File: config.mk
export PLATFORM = sky130hd
export DESIGN_NAME = loss_perf_monitor
export DESIGN_NICKNAME = d
export VERILOG_FILES = /design/src/rtl/lpm_pkg.sv /design/src/rtl/lpm_interval_acc.sv /design/src/rtl/lpm_deg_detect.sv /design/src/rtl/lpm_avail_ctr.sv /design/src/rtl/loss_perf_monitor.sv
export SDC_FILE = /design/constraint.sdc
export NUM_CORES = 2
export LEC_CHECK = 0
export ABC_AREA = 1
export BUFFER_PORTS_ARGS = -buffer_cell sky130_fd_sc_hd__buf_2
export CAP_MARGIN = 20
export CORE_MARGIN = 2
export CORE_UTILIZATION = 65
export CTS_CLUSTER_SIZE = 40
export DETAILED_ROUTE_END_ITERATION = 12
export GPL_TIMING_DRIVEN = 0
export PLACE_DENSITY = 0.92
export SYNTH_ARGS = -nofsm -noshare
export SYNTH_HDL_FRONTEND = slang
export SYNTH_SLANG_ARGS = --single-unit
File: constraint.sdc
create_clock -name clk -period 19.3 [get_ports clk]
set_clock_uncertainty 0.2 [all_clocks]
set_input_delay 3.86 -clock clk [delete_from_list [all_inputs] [get_ports clk]]
set_output_delay 3.86 -clock clk [all_outputs]
set_load 0.02 [all_outputs]
File: src/rtl/lpm_pkg.sv
package lpm_pkg;
  // Severity limit for a severely errored second, in percent
  localparam int unsigned SEV_PCT = 15;

  // Per-interval classification handed from the accumulator to the counters
  typedef struct packed {
    logic sd_over;     // loss ratio above the degrade threshold
    logic ne_es_base;  // errored before the degrade defect is added
    logic ne_ses_base; // severe before the degrade defect is added
    logic fe_es;       // far-end errored
    logic fe_ses;      // far-end severe
  } sec_flags_t;
endpackage

File: src/rtl/lpm_interval_acc.sv
module lpm_interval_acc
  import lpm_pkg::*;
#(
  parameter int CNT_W = 16
) (
  input  logic             clk,
  input  logic             rst,
  input  logic             pkt_rx,
  input  logic             rx_rflag,
  input  logic             pkt_lost,
  input  logic             plos,
  input  logic             sec_tick,
  input  logic [6:0]       cfg_sd_pct,
  output logic             ev_valid,
  output sec_flags_t       ev_flags
);
  localparam int PROD_W = CNT_W + 8;
  localparam logic [CNT_W-1:0] CNT_MAX = '1;

  logic [CNT_W-1:0] rx_cnt, lost_cnt, rf_cnt;
  logic             plos_seen;

  logic [PROD_W-1:0] tot_w, lost_w, rx_w, rf_w;
  logic              empty_iv;
  sec_flags_t        flags_c;

  always_comb begin
    rx_w     = PROD_W'(rx_cnt);
    lost_w   = PROD_W'(lost_cnt);
    rf_w     = PROD_W'(rf_cnt);
    tot_w    = rx_w + lost_w;
    empty_iv = (tot_w == '0);
    flags_c.sd_over     = empty_iv || (lost_w * PROD_W'(100) > PROD_W'(cfg_sd_pct) * tot_w);
    flags_c.ne_ses_base = empty_iv || plos_seen ||
                          (lost_w * PROD_W'(100) > PROD_W'(SEV_PCT) * tot_w);
    flags_c.ne_es_base  = empty_iv || plos_seen || (lost_cnt != '0);
    flags_c.fe_es       = (rf_cnt != '0);
    flags_c.fe_ses      = (rf_w * PROD_W'(100) > PROD_W'(SEV_PCT) * rx_w);
  end

  always_ff @(posedge clk) begin
    if (rst) begin
      rx_cnt    <= '0;
      lost_cnt  <= '0;
      rf_cnt    <= '0;
      plos_seen <= 1'b0;
      ev_valid  <= 1'b0;
      ev_flags  <= '0;
    end else if (sec_tick) begin
      // the tick cycle's own events open the next interval
      rx_cnt    <= CNT_W'(pkt_rx);
      lost_cnt  <= CNT_W'(pkt_lost);
      rf_cnt    <= CNT_W'(pkt_rx & rx_rflag);
      plos_seen <= plos;
      ev_valid  <= 1'b1;
      ev_flags  <= flags_c;
    end else begin
      if (pkt_rx && rx_cnt != CNT_MAX)               rx_cnt   <= rx_cnt + 1'b1;
      if (pkt_lost && lost_cnt != CNT_MAX)           lost_cnt <= lost_cnt + 1'b1;
      if (pkt_rx && rx_rflag && rf_cnt != CNT_MAX)   rf_cnt   <= rf_cnt + 1'b1;
      plos_seen <= plos_seen | plos;
      ev_valid  <= 1'b0;
    end
  end

  assert_eval_follows_tick_R1: assert property (@(posedge clk) disable iff (rst)
    ev_valid |-> $past(sec_tick));
endmodule

File: src/rtl/lpm_deg_detect.sv
module lpm_deg_detect #(
  parameter int DEGN_W = 4
) (
  input  logic              clk,
  input  logic              rst,
  input  logic              ev_valid,
  input  logic              sd_over,
  input  logic [DEGN_W-1:0] cfg_deg_n,
  output logic              deg
);
  localparam logic [DEGN_W:0] ONE = (DEGN_W+1)'(1);

  logic [DEGN_W-1:0] bad_run, good_run;
  logic              bad_done, good_done;

  assign bad_done  = ({1'b0, bad_run}  + ONE) >= {1'b0, cfg_deg_n};
  assign good_done = ({1'b0, good_run} + ONE) >= {1'b0, cfg_deg_n};

  always_ff @(posedge clk) begin
    if (rst) begin
      deg      <= 1'b0;
      bad_run  <= '0;
      good_run <= '0;
    end else if (ev_valid) begin
      if (sd_over) begin
        good_run <= '0;
        if (!deg) begin
          if (bad_done) begin
            deg     <= 1'b1;
            bad_run <= '0;
          end else begin
            bad_run <= bad_run + 1'b1;
          end
        end
      end else begin
        bad_run <= '0;
        if (deg) begin
          if (good_done) begin
            deg      <= 1'b0;
            good_run <= '0;
          end else begin
            good_run <= good_run + 1'b1;
          end
        end
      end
    end
  end

  assert_deg_moves_on_eval_R3: assert property (@(posedge clk) disable iff (rst)
    (deg != $past(deg)) |-> $past(ev_valid));
  assert_deg_needs_over_R3: assert property (@(posedge clk) disable iff (rst)
    $rose(deg) |-> $past(sd_over));
endmodule

File: src/rtl/lpm_avail_ctr.sv
module lpm_avail_ctr #(
  parameter int PM_W  = 32,
  parameter int RUN_W = 8
) (
  input  logic             clk,
  input  logic             rst,
  input  logic             sec_valid,
  input  logic             sec_es,
  input  logic             sec_ses,
  input  logic [RUN_W-1:0] cfg_enter,
  input  logic [RUN_W-1:0] cfg_exit,
  output logic [PM_W-1:0]  es_cnt,
  output logic [PM_W-1:0]  ses_cnt,
  output logic [PM_W-1:0]  uas_cnt,
  output logic             unavail
);
  localparam logic [RUN_W:0]  ONE = (RUN_W+1)'(1);
  localparam logic [PM_W-1:0] MAXV = '1;

  logic [RUN_W-1:0] ses_run, clr_run, pend_es;
  logic             enter_now, exit_now;

  function automatic logic [PM_W-1:0] sat_add(input logic [PM_W-1:0] a,
                                              input logic [PM_W-1:0] b);
    logic [PM_W:0] s;
    s = {1'b0, a} + {1'b0, b};
    return s[PM_W] ? MAXV : s[PM_W-1:0];
  endfunction

  function automatic logic [PM_W-1:0] sat_sub(input logic [PM_W-1:0] a,
                                              input logic [PM_W-1:0] b);
    return (a == MAXV) ? a : a - b;
  endfunction

  assign enter_now = ({1'b0, ses_run} + ONE) >= {1'b0, cfg_enter};
  assign exit_now  = ({1'b0, clr_run} + ONE) >= {1'b0, cfg_exit};

  always_ff @(posedge clk) begin
    if (rst) begin
      es_cnt  <= '0;
      ses_cnt <= '0;
      uas_cnt <= '0;
      unavail <= 1'b0;
      ses_run <= '0;
      clr_run <= '0;
      pend_es <= '0;
    end else if (sec_valid) begin
      if (!unavail) begin
        if (sec_ses) begin
          if (enter_now) begin
            unavail <= 1'b1;
            es_cnt  <= sat_sub(es_cnt,  PM_W'(ses_run));
            ses_cnt <= sat_sub(ses_cnt, PM_W'(ses_run));
            uas_cnt <= sat_add(uas_cnt, PM_W'(ses_run) + PM_W'(1));
            ses_run <= '0;
            clr_run <= '0;
            pend_es <= '0;
          end else begin
            ses_run <= ses_run + 1'b1;
            es_cnt  <= sat_add(es_cnt,  PM_W'(1));
            ses_cnt <= sat_add(ses_cnt, PM_W'(1));
          end
        end else begin
          ses_run <= '0;
          if (sec_es) es_cnt <= sat_add(es_cnt, PM_W'(1));
        end
      end else begin
        if (sec_ses) begin
          clr_run <= '0;
          pend_es <= '0;
          uas_cnt <= sat_add(uas_cnt, PM_W'(1));
        end else if (exit_now) begin
          unavail <= 1'b0;
          uas_cnt <= sat_sub(uas_cnt, PM_W'(clr_run));
          es_cnt  <= sat_add(es_cnt, PM_W'(pend_es) + PM_W'(sec_es));
          clr_run <= '0;
          pend_es <= '0;
        end else begin
          clr_run <= clr_run + 1'b1;
          pend_es <= pend_es + RUN_W'(sec_es);
          uas_cnt <= sat_add(uas_cnt, PM_W'(1));
        end
      end
    end
  end

  assert_quiet_between_seconds_R1: assert property (@(posedge clk) disable iff (rst)
    !$past(sec_valid) |-> ($stable(es_cnt) && $stable(ses_cnt) && $stable(uas_cnt)));
  assert_ses_within_es_R5: assert property (@(posedge clk) disable iff (rst)
    ses_cnt <= es_cnt);
  assert_es_drop_on_entry_R6: assert property (@(posedge clk) disable iff (rst)
    (es_cnt < $past(es_cnt)) |-> (unavail && !$past(unavail)));
  assert_uas_grows_unavail_R7: assert property (@(posedge clk) disable iff (rst)
    (uas_cnt > $past(uas_cnt)) |-> unavail);
  assert_no_overflow_R9: assert property (@(posedge clk) disable iff (rst)
    ($past(es_cnt) == MAXV) |-> (es_cnt == MAXV));
endmodule

File: src/rtl/loss_perf_monitor.sv
module loss_perf_monitor
  import lpm_pkg::*;
#(
  parameter int PM_W   = 32,
  parameter int CNT_W  = 16,
  parameter int RUN_W  = 8,
  parameter int DEGN_W = 4
) (
  input  logic              clk,
  input  logic              rst,
  input  logic              pkt_rx,
  input  logic              rx_rflag,
  input  logic              pkt_lost,
  input  logic              plos,
  input  logic              sec_tick,
  input  logic [6:0]        cfg_sd_pct,
  input  logic [DEGN_W-1:0] cfg_deg_n,
  input  logic [RUN_W-1:0]  cfg_uas_enter,
  input  logic [RUN_W-1:0]  cfg_uas_exit,
  output logic              deg,
  output logic [PM_W-1:0]   ne_es_cnt,
  output logic [PM_W-1:0]   ne_ses_cnt,
  output logic [PM_W-1:0]   ne_uas_cnt,
  output logic              ne_unavail,
  output logic [PM_W-1:0]   fe_es_cnt,
  output logic [PM_W-1:0]   fe_ses_cnt,
  output logic [PM_W-1:0]   fe_uas_cnt,
  output logic              fe_unavail
);
  logic       ev_valid, sec_done;
  sec_flags_t ev_flags, flags_q;
  logic       ne_es, ne_ses;

  lpm_interval_acc #(.CNT_W(CNT_W)) u_acc (
    .clk(clk), .rst(rst), .pkt_rx(pkt_rx), .rx_rflag(rx_rflag),
    .pkt_lost(pkt_lost), .plos(plos), .sec_tick(sec_tick),
    .cfg_sd_pct(cfg_sd_pct), .ev_valid(ev_valid), .ev_flags(ev_flags)
  );

  lpm_deg_detect #(.DEGN_W(DEGN_W)) u_deg (
    .clk(clk), .rst(rst), .ev_valid(ev_valid), .sd_over(ev_flags.sd_over),
    .cfg_deg_n(cfg_deg_n), .deg(deg)
  );

  // align the interval flags with the updated degrade state
  always_ff @(posedge clk) begin
    if (rst) begin
      sec_done <= 1'b0;
      flags_q  <= '0;
    end else begin
      sec_done <= ev_valid;
      if (ev_valid) flags_q <= ev_flags;
    end
  end

  assign ne_es  = flags_q.ne_es_base  | deg;
  assign ne_ses = flags_q.ne_ses_base | deg;

  lpm_avail_ctr #(.PM_W(PM_W), .RUN_W(RUN_W)) u_near (
    .clk(clk), .rst(rst), .sec_valid(sec_done), .sec_es(ne_es), .sec_ses(ne_ses),
    .cfg_enter(cfg_uas_enter), .cfg_exit(cfg_uas_exit),
    .es_cnt(ne_es_cnt), .ses_cnt(ne_ses_cnt), .uas_cnt(ne_uas_cnt), .unavail(ne_unavail)
  );

  lpm_avail_ctr #(.PM_W(PM_W), .RUN_W(RUN_W)) u_far (
    .clk(clk), .rst(rst), .sec_valid(sec_done), .sec_es(flags_q.fe_es),
    .sec_ses(flags_q.fe_ses), .cfg_enter(cfg_uas_enter), .cfg_exit(cfg_uas_exit),
    .es_cnt(fe_es_cnt), .ses_cnt(fe_ses_cnt), .uas_cnt(fe_uas_cnt), .unavail(fe_unavail)
  );

  assert_deg_counts_severe_R5: assert property (@(posedge clk) disable iff (rst)
    (sec_done && deg && !ne_unavail) |=> (ne_ses_cnt != $past(ne_ses_cnt) || ne_unavail
                                          || ne_ses_cnt == '1));
endmodule

==> metrics.md <==
| Metric | Value |
|---|---|
| Top FF cell, synth | dfxtp_1 |
| CTS tree | yes |
| Area of the core | 68700 um^2 |
| Cts repair resizes | 0 |
| Clk pwr share | 46.4% |
| Reg2Reg Capture Point | u_acc.ev_flags[4] |
| Clock slew at reported path FFs | 0.06 ns |
| Clock root buffer | clkbuf_16 |
| Overall power | 1.87 mW |
| Die Ht | 268 um |
| Largest net degree at the start of global routing | 14 |
| Area grow syn2layout | 8.45% |
| Setup TNS | 0 ns |
| Final Hold Fails | 0 |
| Setup bufs post-CTS | 0 |
| Vias in the first global route | 50.0k |
| Via/cell ratio | 6.30 |
| Cts hold-fix bufs | 0 |
| DRT Wirelength | 182000 um |
| Crit path kind | primary input to register |
| Max Fclk | 99.5 MHz |
| Hold path cells | 2 |
| Arrival time worst endpoint | 10.38 ns |
| Skew-Pair Late Insertion Delay | 0.62 ns |
| CP peak stage delay | 0.55 ns |
| Iteration count of the initial detailed-routing pass | 10 |
| Cts bufs inserted | 41 |
| Synth Cell Area | 45200 um^2 |
| Min-Delay Startpoint | u_acc.ev_flags[0] |
| Routability cong. | 1.10 |
| PD cells | 38.1 nW/um^2 |
| WL per Instance | 21.1 um |
| CP required | 19.63 ns |
| # setup viols final | 0 |
| Seq pwr share | 35.6% |
| Status | complete, no violations |
| IO Port Bufs | 227 |
| R2R depth | 38 |
| P_int | 1.26 mW |
| Grt total ovfl | 0 |
| Synth area leader | nand2_1 |
| Reg2Reg Setup Slack | 9.44 ns |
| Antenna violations before repair | 3 |
| Wire length on met3 | 25700 um |
| Vias | 54.3k |
| Switching power share of the total | 32.7% |
| GRT Overall Usage | 48.7% |
| Post-Syn Instances | 7384 |
| Leakage | 25.6 nW |
| Worst vdd ir | 59.3 uV |
| Synth warn | 0 |
| RR Startpoint | u_acc.lost_cnt[0] |
| Clock Sinks | 311 |
| EDFF count, synth | 0 |
| Syn avg cell area | 6.12 um^2 |
| Global-route wire length before repair | 274000 um |
| Share of cells above drive strength 1 | 6.50% |
| Count of cell types in the netlist | 58 |
| Commonest cells after routing, fill and taps aside | nand2_1, inv_1, nor2_1 |
| DRT iter0 DRCs | 7949 |
| Hold path endpoint | u_acc.ev_flags[0] |
| H-tree Lvls | 2 |
| RSZ-0062 raised after global routing | no |
| Most common cell after layout, fill and taps aside | nand2_1 |
| Synthesized net count | 8034 |
| Minimum clock period | 10.05 ns |
| Post-DP HPWL | 140000 um |
| Synth top area share | 15.0% |
| Async SR Flop Fraction | 0% |
| Wl on met1 | 65300 um |
| Crit Path Max Fanout | 10 |
| Period utilisation layout | 52.1% |
| Antenna-violating nets left | 0 |
| IO Pins | 229 |
| Slowest stage cell, crit path | fa_1 |
| Uppermost layer routed | met5 |
| Initial core utilization | 65.7% |
| Dominant cells by area after synthesis | nand2_1, dfxtp_1, ha_1 |
| Register area share after synthesis | 13.8% |
| Worst min path class | register to register |
| Max-cap viol count | 0 |
| # nets final | 8307 |
| Critical Path Start Type | primary input |
| Max Slew Vio Count | 0 |
| Psw | 0.611 mW |
| Final Instance Area | 49000 um^2 |
| Die width | 268 um |
| Bufs on Longest Clock Path | 3 |
| CP most frequent cell | nand2_1 |
| Met2 WL | 77100 um |
| Placement row count | 96 |
| Slew HR | 17.3% |
| Final Non-Filler Cells | 8620 |
| Worst-margin pin slew | 1.24 ns |
| Comb power frac | 18.0% |
| Flops & latches, synth | 311 |
| Cell count after placement | 8545 |
| DR DRC count | 0 |
| Worst Setup End Kind | register |
| Area post-placement | 47500 um^2 |
| Total Die Area | 71600 um^2 |
## synth_stat cells, types with 29 or more instances
library cell / instances
a21oi_1: 500
buf_2: 66
clkbuf_1: 134
dfxtp_1: 311
fa_1: 167
ha_1: 449
inv_1: 954
nand2_1: 1805
nand3_1: 664
nand3b_1: 29
nand4_1: 192
nor2_1: 875
nor3_1: 142
o21ai_0: 408
xnor2_1: 77
xor2_1: 291
## per-stage QoR
stage | worst slack, ns | utilization (%) | hold WS, ns
5_1_grt | 8.92 | 71.3 | 0.289
6_report | 9.25 | 71.3 | 0.258
2_1_floorplan | 10.06 | - | 0.221
3_3_place_gp | 9.16 | 69.1 | 0.242
4_1_cts | 9.59 | 71.3 | 0.260
3_5_place_dp | 9.04 | 69.2 | 0.251
## routing by layer
layer  vias up  global-route usage [%]
met2      4144                    75.3
met1     24600                    59.3
met5         -                       0
li1      24600                       -
met4         6                    31.7
met3       980                    13.8
## cell families after synthesis
family                     share of synthesized area [%]
xor gates and xnor gates                            7.14
AOI/OAI and AO/OA                                   12.1
and+or+nand+nor                                     36.5
buffers and inverters                               10.6
DFF                                                 13.8
adders and majority gates                           19.8
## how the worst max path moves through the flow
| stage | start | to | slack [ns] | depth (start not counted) |
|---|---|---|---|---|
| after global placement | cfg_sd_pct[6] | u_acc.ev_flags[4] | 9.16 | 29 |
| after floorplan | cfg_sd_pct[6] | u_acc.ev_flags[4] | 10.06 | 28 |
| after CTS | cfg_sd_pct[6] | u_acc.ev_flags[4] | 9.59 | 29 |
| final | cfg_sd_pct[6] | u_acc.ev_flags[4] | 9.25 | 29 |
| after global routing | cfg_sd_pct[6] | u_acc.ev_flags[4] | 8.92 | 29 |
| after detailed placement | cfg_sd_pct[6] | u_acc.ev_flags[4] | 9.04 | 29 |
## worst max-delay path: cells and delay by family
kind	cells	cell delay, ns
AOI/OAI and AO/OA	2	0.39
xor gates and xnor gates	1	0.10
adders and majority gates	6	2.85
buffers and inverters	6	0.89
and+or+nand+nor	14	2.29
## sequential cells by signal, summed over array words and instances, names as in the netlist, 32 cells and up
| signal | flops |
|---|---|
| u_far.ses_cnt | 32 |
| u_far.uas_cnt | 32 |
| u_near.es_cnt | 32 |
| u_near.uas_cnt | 32 |
| u_far.es_cnt | 32 |
| u_near.ses_cnt | 32 |
## power groups by stage
stage	combinational (mW)	clock [mW]	sequential [mW]
3_3_place_gp	0.307	0	0.678
5_1_grt	0.362	0.880	0.665
2_1_floorplan	0.213	0	0.679
4_1_cts	0.321	0.858	0.664
6_report	0.337	0.866	0.665
3_5_place_dp	0.316	0	0.678
## cell type report
cell class	count	area (um^2)
clock inverters	22	303
plain buffers	234	1100
clock buffers	52	1150
multi-input cells	5854	34200
well taps	931	1160
fillers	5930	19700
diodes	1	2.50
flip-flops and latches	311	6230
inverters	985	3700
repair buffers	230	1180
(Power assumes the default switching activity.)
